### src/rtl/pll_core_pkg.sv
package pll_core_pkg;

  typedef enum logic [1:0] {
    CP_LOW  = 2'b00,
    CP_MED  = 2'b01,
    CP_HIGH = 2'b10
  } cp_level_e;

  localparam int unsigned MSEL_W = 5;

  // Current level from the programmed setting and the live converter lock
  function automatic cp_level_e cp_pick(input logic [2:0] setting, input logic locked);
    cp_level_e lvl;
    case (setting)
      3'b000:  lvl = locked ? CP_MED : CP_HIGH;
      3'b001:  lvl = locked ? CP_LOW : CP_MED;
      3'b010:  lvl = CP_LOW;
      3'b011:  lvl = CP_MED;
      3'b100:  lvl = CP_HIGH;
      default: lvl = CP_LOW;
    endcase
    return lvl;
  endfunction

  // Modulator reference ratio; the unused code falls back to the largest ratio
  function automatic logic [MSEL_W-1:0] mod_ratio(input logic [1:0] sel);
    logic [MSEL_W-1:0] r;
    case (sel)
      2'b11:   r = MSEL_W'(4);
      2'b10:   r = MSEL_W'(8);
      default: r = MSEL_W'(16);
    endcase
    return r;
  endfunction

endpackage

### src/rtl/ratio_divider.sv
module ratio_divider #(
  parameter int unsigned W = 12
) (
  input  logic         clk,
  input  logic         rst,
  input  logic         ev_in,
  input  logic [W-1:0] ratio,
  output logic         tick_out
);

  logic [W-1:0] cnt;

  always_ff @(posedge clk) begin
    if (rst) begin
      cnt      <= '0;
      tick_out <= 1'b0;
    end else begin
      tick_out <= 1'b0;
      if (ev_in) begin
        // a shrinking ratio lands on the terminal test at once
        if (cnt >= ratio - W'(1)) begin
          cnt      <= '0;
          tick_out <= 1'b1;
        end else begin
          cnt <= cnt + W'(1);
        end
      end
    end
  end

endmodule

### src/rtl/phase_freq_det.sv
module phase_freq_det (
  input  logic clk,
  input  logic rst,
  input  logic ref_tick,
  input  logic fb_tick,
  output logic up,
  output logic dn
);

  logic up_pend, dn_pend;

  always_comb begin
    up_pend = up | ref_tick;
    dn_pend = dn | fb_tick;
  end

  always_ff @(posedge clk) begin
    if (rst) begin
      up <= 1'b0;
      dn <= 1'b0;
    end else begin
      // both pending: the reset path clears the pair in the same cycle
      up <= up_pend & ~dn_pend;
      dn <= dn_pend & ~up_pend;
    end
  end

endmodule

### src/rtl/lock_monitor.sv
module lock_monitor #(
  parameter int unsigned PW_THRESH    = 16,
  parameter int unsigned LOCK_PERIODS = 16
) (
  input  logic clk,
  input  logic rst,
  input  logic period_tick,
  input  logic up,
  input  logic dn,
  output logic locked
);

  localparam int unsigned WW = $clog2(PW_THRESH + 1);
  localparam int unsigned GW = $clog2(LOCK_PERIODS + 1);

  logic [WW-1:0] width_cnt;
  logic [GW-1:0] good_cnt;
  logic          bad_period;
  logic          active, too_wide;

  always_comb begin
    active   = up | dn;
    too_wide = active && (width_cnt >= WW'(PW_THRESH - 1));
  end

  always_ff @(posedge clk) begin
    if (rst) begin
      width_cnt <= '0;
    end else if (!active) begin
      width_cnt <= '0;
    end else if (width_cnt != WW'(PW_THRESH)) begin
      width_cnt <= width_cnt + WW'(1);
    end
  end

  always_ff @(posedge clk) begin
    if (rst) begin
      good_cnt   <= '0;
      bad_period <= 1'b0;
      locked     <= 1'b0;
    end else if (too_wide) begin
      good_cnt   <= '0;
      bad_period <= 1'b1;
      locked     <= 1'b0;
    end else if (period_tick) begin
      if (bad_period) begin
        bad_period <= 1'b0;
        good_cnt   <= '0;
      end else if (good_cnt >= GW'(LOCK_PERIODS - 1)) begin
        locked <= 1'b1;
      end else begin
        good_cnt <= good_cnt + GW'(1);
      end
    end
  end

endmodule

### src/rtl/pll_synth_core.sv
module pll_synth_core
  import pll_core_pkg::*;
#(
  parameter int unsigned REF_W        = 8,
  parameter int unsigned FB_W         = 12,
  parameter int unsigned REF_PREDIV   = 2,
  parameter int unsigned FB_PRESCALE  = 4,
  parameter int unsigned MOD_FB_RATIO = 1120,
  parameter int unsigned CONV_REF_MIN = 4,
  parameter int unsigned CONV_REF_MAX = 160,
  parameter int unsigned CONV_FB_MIN  = 290,
  parameter int unsigned CONV_FB_MAX  = 1800,
  parameter int unsigned PW_THRESH    = 16,
  parameter int unsigned LOCK_PERIODS = 16
) (
  input  logic             clk,
  input  logic             rst,
  input  logic             ref_ev,
  input  logic             conv_vco_ev,
  input  logic             mod_vco_ev,
  input  logic [REF_W-1:0] conv_ref_ratio,
  input  logic [FB_W-1:0]  conv_fb_ratio,
  input  logic [1:0]       mod_ref_sel,
  input  logic [2:0]       cp_setting,
  output logic             conv_up,
  output logic             conv_dn,
  output logic             mod_up,
  output logic             mod_dn,
  output logic [1:0]       cp_code,
  output logic             lock
);

  localparam int unsigned PRE_W = $clog2(REF_PREDIV + 1);
  localparam int unsigned PS_W  = $clog2(FB_PRESCALE + 1);
  localparam int unsigned MFB_W = $clog2(MOD_FB_RATIO + 1);

  logic             ref_pre, fb_pre;
  logic             conv_fr, conv_fv, mod_fr, mod_fv;
  logic             conv_locked, mod_locked;
  logic [REF_W-1:0] ref_ratio_eff;
  logic [FB_W-1:0]  fb_ratio_eff;
  cp_level_e        cp_q;
  logic             lock_q;

  // Out-of-range ratios snap to the nearest legal limit
  always_comb begin
    if (conv_ref_ratio < REF_W'(CONV_REF_MIN))      ref_ratio_eff = REF_W'(CONV_REF_MIN);
    else if (conv_ref_ratio > REF_W'(CONV_REF_MAX)) ref_ratio_eff = REF_W'(CONV_REF_MAX);
    else                                            ref_ratio_eff = conv_ref_ratio;
    if (conv_fb_ratio < FB_W'(CONV_FB_MIN))         fb_ratio_eff = FB_W'(CONV_FB_MIN);
    else if (conv_fb_ratio > FB_W'(CONV_FB_MAX))    fb_ratio_eff = FB_W'(CONV_FB_MAX);
    else                                            fb_ratio_eff = conv_fb_ratio;
  end

  // Fixed stages: a ratio of one degenerates to a wire
  generate
    if (REF_PREDIV > 1) begin : g_ref_pre
      ratio_divider #(.W(PRE_W)) u_div (
        .clk(clk), .rst(rst), .ev_in(ref_ev),
        .ratio(PRE_W'(REF_PREDIV)), .tick_out(ref_pre)
      );
    end else begin : g_ref_wire
      assign ref_pre = ref_ev;
    end
    if (FB_PRESCALE > 1) begin : g_fb_pre
      ratio_divider #(.W(PS_W)) u_div (
        .clk(clk), .rst(rst), .ev_in(conv_vco_ev),
        .ratio(PS_W'(FB_PRESCALE)), .tick_out(fb_pre)
      );
    end else begin : g_fb_wire
      assign fb_pre = conv_vco_ev;
    end
  endgenerate

  ratio_divider #(.W(REF_W)) u_conv_ref (
    .clk(clk), .rst(rst), .ev_in(ref_pre),
    .ratio(ref_ratio_eff), .tick_out(conv_fr)
  );

  ratio_divider #(.W(FB_W)) u_conv_fb (
    .clk(clk), .rst(rst), .ev_in(fb_pre),
    .ratio(fb_ratio_eff), .tick_out(conv_fv)
  );

  ratio_divider #(.W(MSEL_W)) u_mod_ref (
    .clk(clk), .rst(rst), .ev_in(ref_ev),
    .ratio(mod_ratio(mod_ref_sel)), .tick_out(mod_fr)
  );

  ratio_divider #(.W(MFB_W)) u_mod_fb (
    .clk(clk), .rst(rst), .ev_in(mod_vco_ev),
    .ratio(MFB_W'(MOD_FB_RATIO)), .tick_out(mod_fv)
  );

  phase_freq_det u_conv_pfd (
    .clk(clk), .rst(rst), .ref_tick(conv_fr), .fb_tick(conv_fv),
    .up(conv_up), .dn(conv_dn)
  );

  phase_freq_det u_mod_pfd (
    .clk(clk), .rst(rst), .ref_tick(mod_fr), .fb_tick(mod_fv),
    .up(mod_up), .dn(mod_dn)
  );

  lock_monitor #(.PW_THRESH(PW_THRESH), .LOCK_PERIODS(LOCK_PERIODS)) u_conv_lock (
    .clk(clk), .rst(rst), .period_tick(conv_fr),
    .up(conv_up), .dn(conv_dn), .locked(conv_locked)
  );

  lock_monitor #(.PW_THRESH(PW_THRESH), .LOCK_PERIODS(LOCK_PERIODS)) u_mod_lock (
    .clk(clk), .rst(rst), .period_tick(mod_fr),
    .up(mod_up), .dn(mod_dn), .locked(mod_locked)
  );

  always_ff @(posedge clk) begin
    if (rst) begin
      cp_q   <= CP_LOW;
      lock_q <= 1'b0;
    end else begin
      cp_q   <= cp_pick(cp_setting, conv_locked);
      lock_q <= conv_locked & mod_locked;
    end
  end

  assign cp_code = cp_q;
  assign lock    = lock_q;

endmodule

### config.mk
export PLATFORM = sky130hd
export DESIGN_NAME = pll_synth_core
export DESIGN_NICKNAME = d
export VERILOG_FILES = /design/src/rtl/pll_core_pkg.sv /design/src/rtl/ratio_divider.sv /design/src/rtl/phase_freq_det.sv /design/src/rtl/lock_monitor.sv /design/src/rtl/pll_synth_core.sv
export SDC_FILE = /design/constraint.sdc
export NUM_CORES = 1
export LEC_CHECK = 0
export BUFFER_PORTS_ARGS = -buffer_cell sky130_fd_sc_hd__buf_2
export CAP_MARGIN = 15
export CORE_AREA = 2 2 89 91
export DETAILED_ROUTE_END_ITERATION = 10
export DIE_AREA = 0 0 91 93
export PLACE_DENSITY = 0.88
export SKIP_LAST_GASP = 1
export SLEW_MARGIN = 20
export SYNTH_ARGS = -nofsm -noshare
export SYNTH_HDL_FRONTEND = slang
export SYNTH_SLANG_ARGS = --single-unit
### constraint.sdc
create_clock -name clk -period 5.2 [get_ports clk]
set_input_delay 1.56 -clock clk [delete_from_list [all_inputs] [get_ports clk]]
set_output_delay 1.56 -clock clk [all_outputs]
set_load 0.02 [all_outputs]
==> results.cfg <==
[route]
drt-initial-drc-count = 229
antenna_left = 0
remaining_drc_errors = 0
viasPerCell = 5.87
wirelength_mm = 9.10
routedWlPerCell_um = 13.8
vias = 3889
drt_pass1_iterations = 4

[clock_tree]
cts_tree = yes
clk_latency_ns = 0.35
cts_resized = 0
clock-sinks = 78
postCtsSetupBuffers = 0
path_clk_slew_ns = 0.07
cts-hold-fix-buffers = 0
root_buffer = clkbuf_8
cts_max_level = 3
numCtsBuffers = 9
cts.path.max_buffers = 2

[critical_path]
r2r-end = u_conv_lock.good_cnt[1]$_SDFFE_PP0P_
crit_cells = 14
crit_start = conv_fb_ratio[11]
path_common_cell = ha_1
arrival_ns = 4.66
cp_slowest_cell = nor4_1
crit_chain = buf_2, nor4_1, a31oi_1, nand3_1, ha_1, nand3b_1, or3_1, a21oi_1, ha_1, nand2_1, nor2_1, a211oi_2, o21ai_2, a211oi_1
cp_max_fo = 10
critPathTopFamily = simple AND/OR/NAND/NOR gates
rr_startpoint = u_conv_lock.good_cnt[0]$_SDFFE_PP0P_
worstSetupPathType = in2reg
r2r_slack_ns = 3.11
crit_end = u_conv_fb.cnt[9]$_SDFFE_PP0P_
worst_r2r_path_depth = 8
required_ns = 5.44
setup.worst_path.start_class = primary input
cp_num_buf_inv = 1
cp-end-kind = flip-flop
slowest_delay_ns = 0.50

[flow_run]
drv_cap = 0

[floorplan]
rows = 32
die_x_um = 91
start_util_pct = 58.8
fp.coreArea_um2 = 7530
ios = 37
die_h_um = 93
dieArea_um2 = 8460

[final_layout]
fill_cells = 635
stdcell_count = 662
drive_gt1_share_pct = 12.3
nNetsFinal = 626
syn2layout_area_growth_pct = 10.3
antenna_cells = 0
final_util_pct = 64.8

[sta]
worst_pin_slew_ns = 0.669
fmax_mhz = 226
fin_crit_ns = 4.42
min_period_over_period_pct = 85.0
setup_violations = 0
skew_ns = 0.00816
drv_slew = 0
maxSlewHeadroom_pct = 55.2
final-hold-violation-count = 0
fin_setup_tns_ns = 0
grt_setup_unrepaired = no

[placed_design]
place_congestion = 0.941
dp_cells = 646
dp_hpwl_mm = 6.80
io_buffers = 36

[synth]
syn_area_um2 = 4430
ys_seq_area_share_pct = 35.3
synth_edf_count = 0
synth_cell_type_count = 57
postSynth.asyncResetShare_pct = 0
ys_ff_latch = 78
syn-num-nets = 592
ys_warn_count = 0
avgSynthCellArea_um2 = 8.50
syn_inst = 521
synth_ff_type = dfxtp_1

[pwr]
ir_worst_vdd_v = 0.000202
leakage_uw = 0.00194
p_per_area_nw_per_um2 = 244

[worst_hold_path]
hold_path.class = reg2reg

[grt]
antenna_found_initial = 0
grt_pass1_vias = 3672
track_usage_pct = 22.5
grt_pass1_wl_mm = 15.8
grt_start_max_net_pins = 34
gr-total-overflow = 0

[run_status]
outcome = completed
==> placed cells by master (no fill, tap or decap), types with 15 or more instances in the layout <==
cell type,count
ha_1,41
xnor2_1,17
dfxtp_1,78
nand2_1,39
inv_1,25
xor2_1,25
buf_2,36
a211oi_1,15
nor2_1,75
nand4_1,16
a21oi_1,32
==> Yosys cell counts, types with 10 or more instances <==
| cell | count | area, um2 |
|---|---|---|
| xnor2_1 | 17 | 149 |
| ha_1 | 41 | 513 |
| o21ai_0 | 10 | 50.1 |
| clkbuf_1 | 10 | 37.5 |
| nor3_1 | 13 | 65.1 |
| nor2_1 | 75 | 282 |
| xor2_1 | 25 | 219 |
| nand2_1 | 39 | 146 |
| and3_1 | 11 | 68.8 |
| nand3_1 | 13 | 65.1 |
| inv_1 | 25 | 93.8 |
| nand4_1 | 16 | 100 |
| a21oi_1 | 32 | 160 |
| a211oi_1 | 15 | 113 |
| dfxtp_1 | 78 | 1560 |
==> logic make-up (layout without fill, tap and decap cells) <==
group | count (synthesis) | count (layout) | share of synthesized area [%]
adders and majority gates | 41 | 41 | 11.6
DFF | 78 | 78 | 35.3
buffers and inverters | 38 | 77 | 3.34
and+or+nand+nor | 214 | 214 | 24.4
muxes | 7 | 7 | 1.58
xor gates and xnor gates | 42 | 42 | 8.31
AOI/OAI and AO/OA | 100 | 100 | 15.5
other | 1 | 1 | 0.0847
==> power breakdown <==
part / switching [uW] / internal (uW) / total (uW) / leakage (uW)
clock: 217 / 235 / 451 / 0.0000955
combinational: 70.5 / 51.0 / 122 / 0.00122
sequential: 11.8 / 607 / 619 / 0.000630
total: 299 / 893 / 1190 / 0.00194
==> metrics by stage <==
stage	cell area [um2]	total power [uW]	worst slack, ns	hold WS, ns
global route	4880	1250	0.564	0.492
global placement	4680	745	0.685	0.450
floorplan	4430	713	1.04	0.429
finish	4880	1190	0.781	0.471
CTS	4880	1200	0.846	0.470
detailed placement	4680	753	0.490	0.449
==> worst register-to-register path, stage by stage, from the launching register on <==
cell	delay (ns)
dfxtp_1	0.35
ha_1	0.24
and3_1	0.19
ha_1	0.17
nor2_1	0.14
a21oi_1	0.13
nand2b_1	0.25
or3b_1	0.41
a21oi_1	0.14
==> state kept, by name, summed over array words and instances (netlist names), 2 cells and up <==
name,flops
u_conv_fb.cnt,12
u_mod_fb.cnt,11
u_conv_ref.cnt,8
u_conv_lock.good_cnt,5
u_conv_lock.width_cnt,5
u_mod_lock.good_cnt,5
u_mod_lock.width_cnt,5
u_mod_ref.cnt,5
g_fb_pre.u_div.cnt,3
cp_code,2
g_ref_pre.u_div.cnt,2
==> how the worst min path moves through the flow <==
stage / start / endpoint / slack (ns) / cells after the start
4_1_cts: u_mod_lock.locked$_SDFFE_PP0P_ / u_mod_lock.locked$_SDFFE_PP0P_ / 0.47 / 2
5_1_grt: u_mod_lock.good_cnt[4]$_SDFFE_PP0P_ / u_mod_lock.good_cnt[4]$_SDFFE_PP0P_ / 0.49 / 2
3_5_place_dp: u_mod_lock.locked$_SDFFE_PP0P_ / u_mod_lock.locked$_SDFFE_PP0P_ / 0.45 / 2
3_3_place_gp: u_mod_lock.locked$_SDFFE_PP0P_ / u_mod_lock.locked$_SDFFE_PP0P_ / 0.45 / 2
2_1_floorplan: u_mod_lock.locked$_SDFFE_PP0P_ / u_mod_lock.locked$_SDFFE_PP0P_ / 0.43 / 2
6_report: u_mod_lock.locked$_SDFFE_PP0P_ / u_mod_lock.locked$_SDFFE_PP0P_ / 0.47 / 2
==> metal layers <==
| layer | share of wire, % | track usage (%) | up-vias |
|---|---|---|---|
| met2 | 50 | 39.3 | 105 |
| met1 | 44 | 27.6 | 1836 |
| met4 | 2.2 | 9.97 | 0 |
| met3 | 3.9 | 3.30 | 18 |
| li1 | - | - | 1930 |
| met5 | 0 | 0 | - |
==> layout make-up <==
class | count | area (um2) | area share, %
inverter | 25 | 93.8 | 1.92
clock buffer | 11 | 141 | 2.90
multi-input combinational | 405 | 2720 | 55.7
sequential | 78 | 1560 | 32.0
tap | 102 | 128 | 2.61
clock inverter | 5 | 58.8 | 1.20
timing repair buffer | 36 | 180 | 3.69
Power figures use the tool's default switching activity.
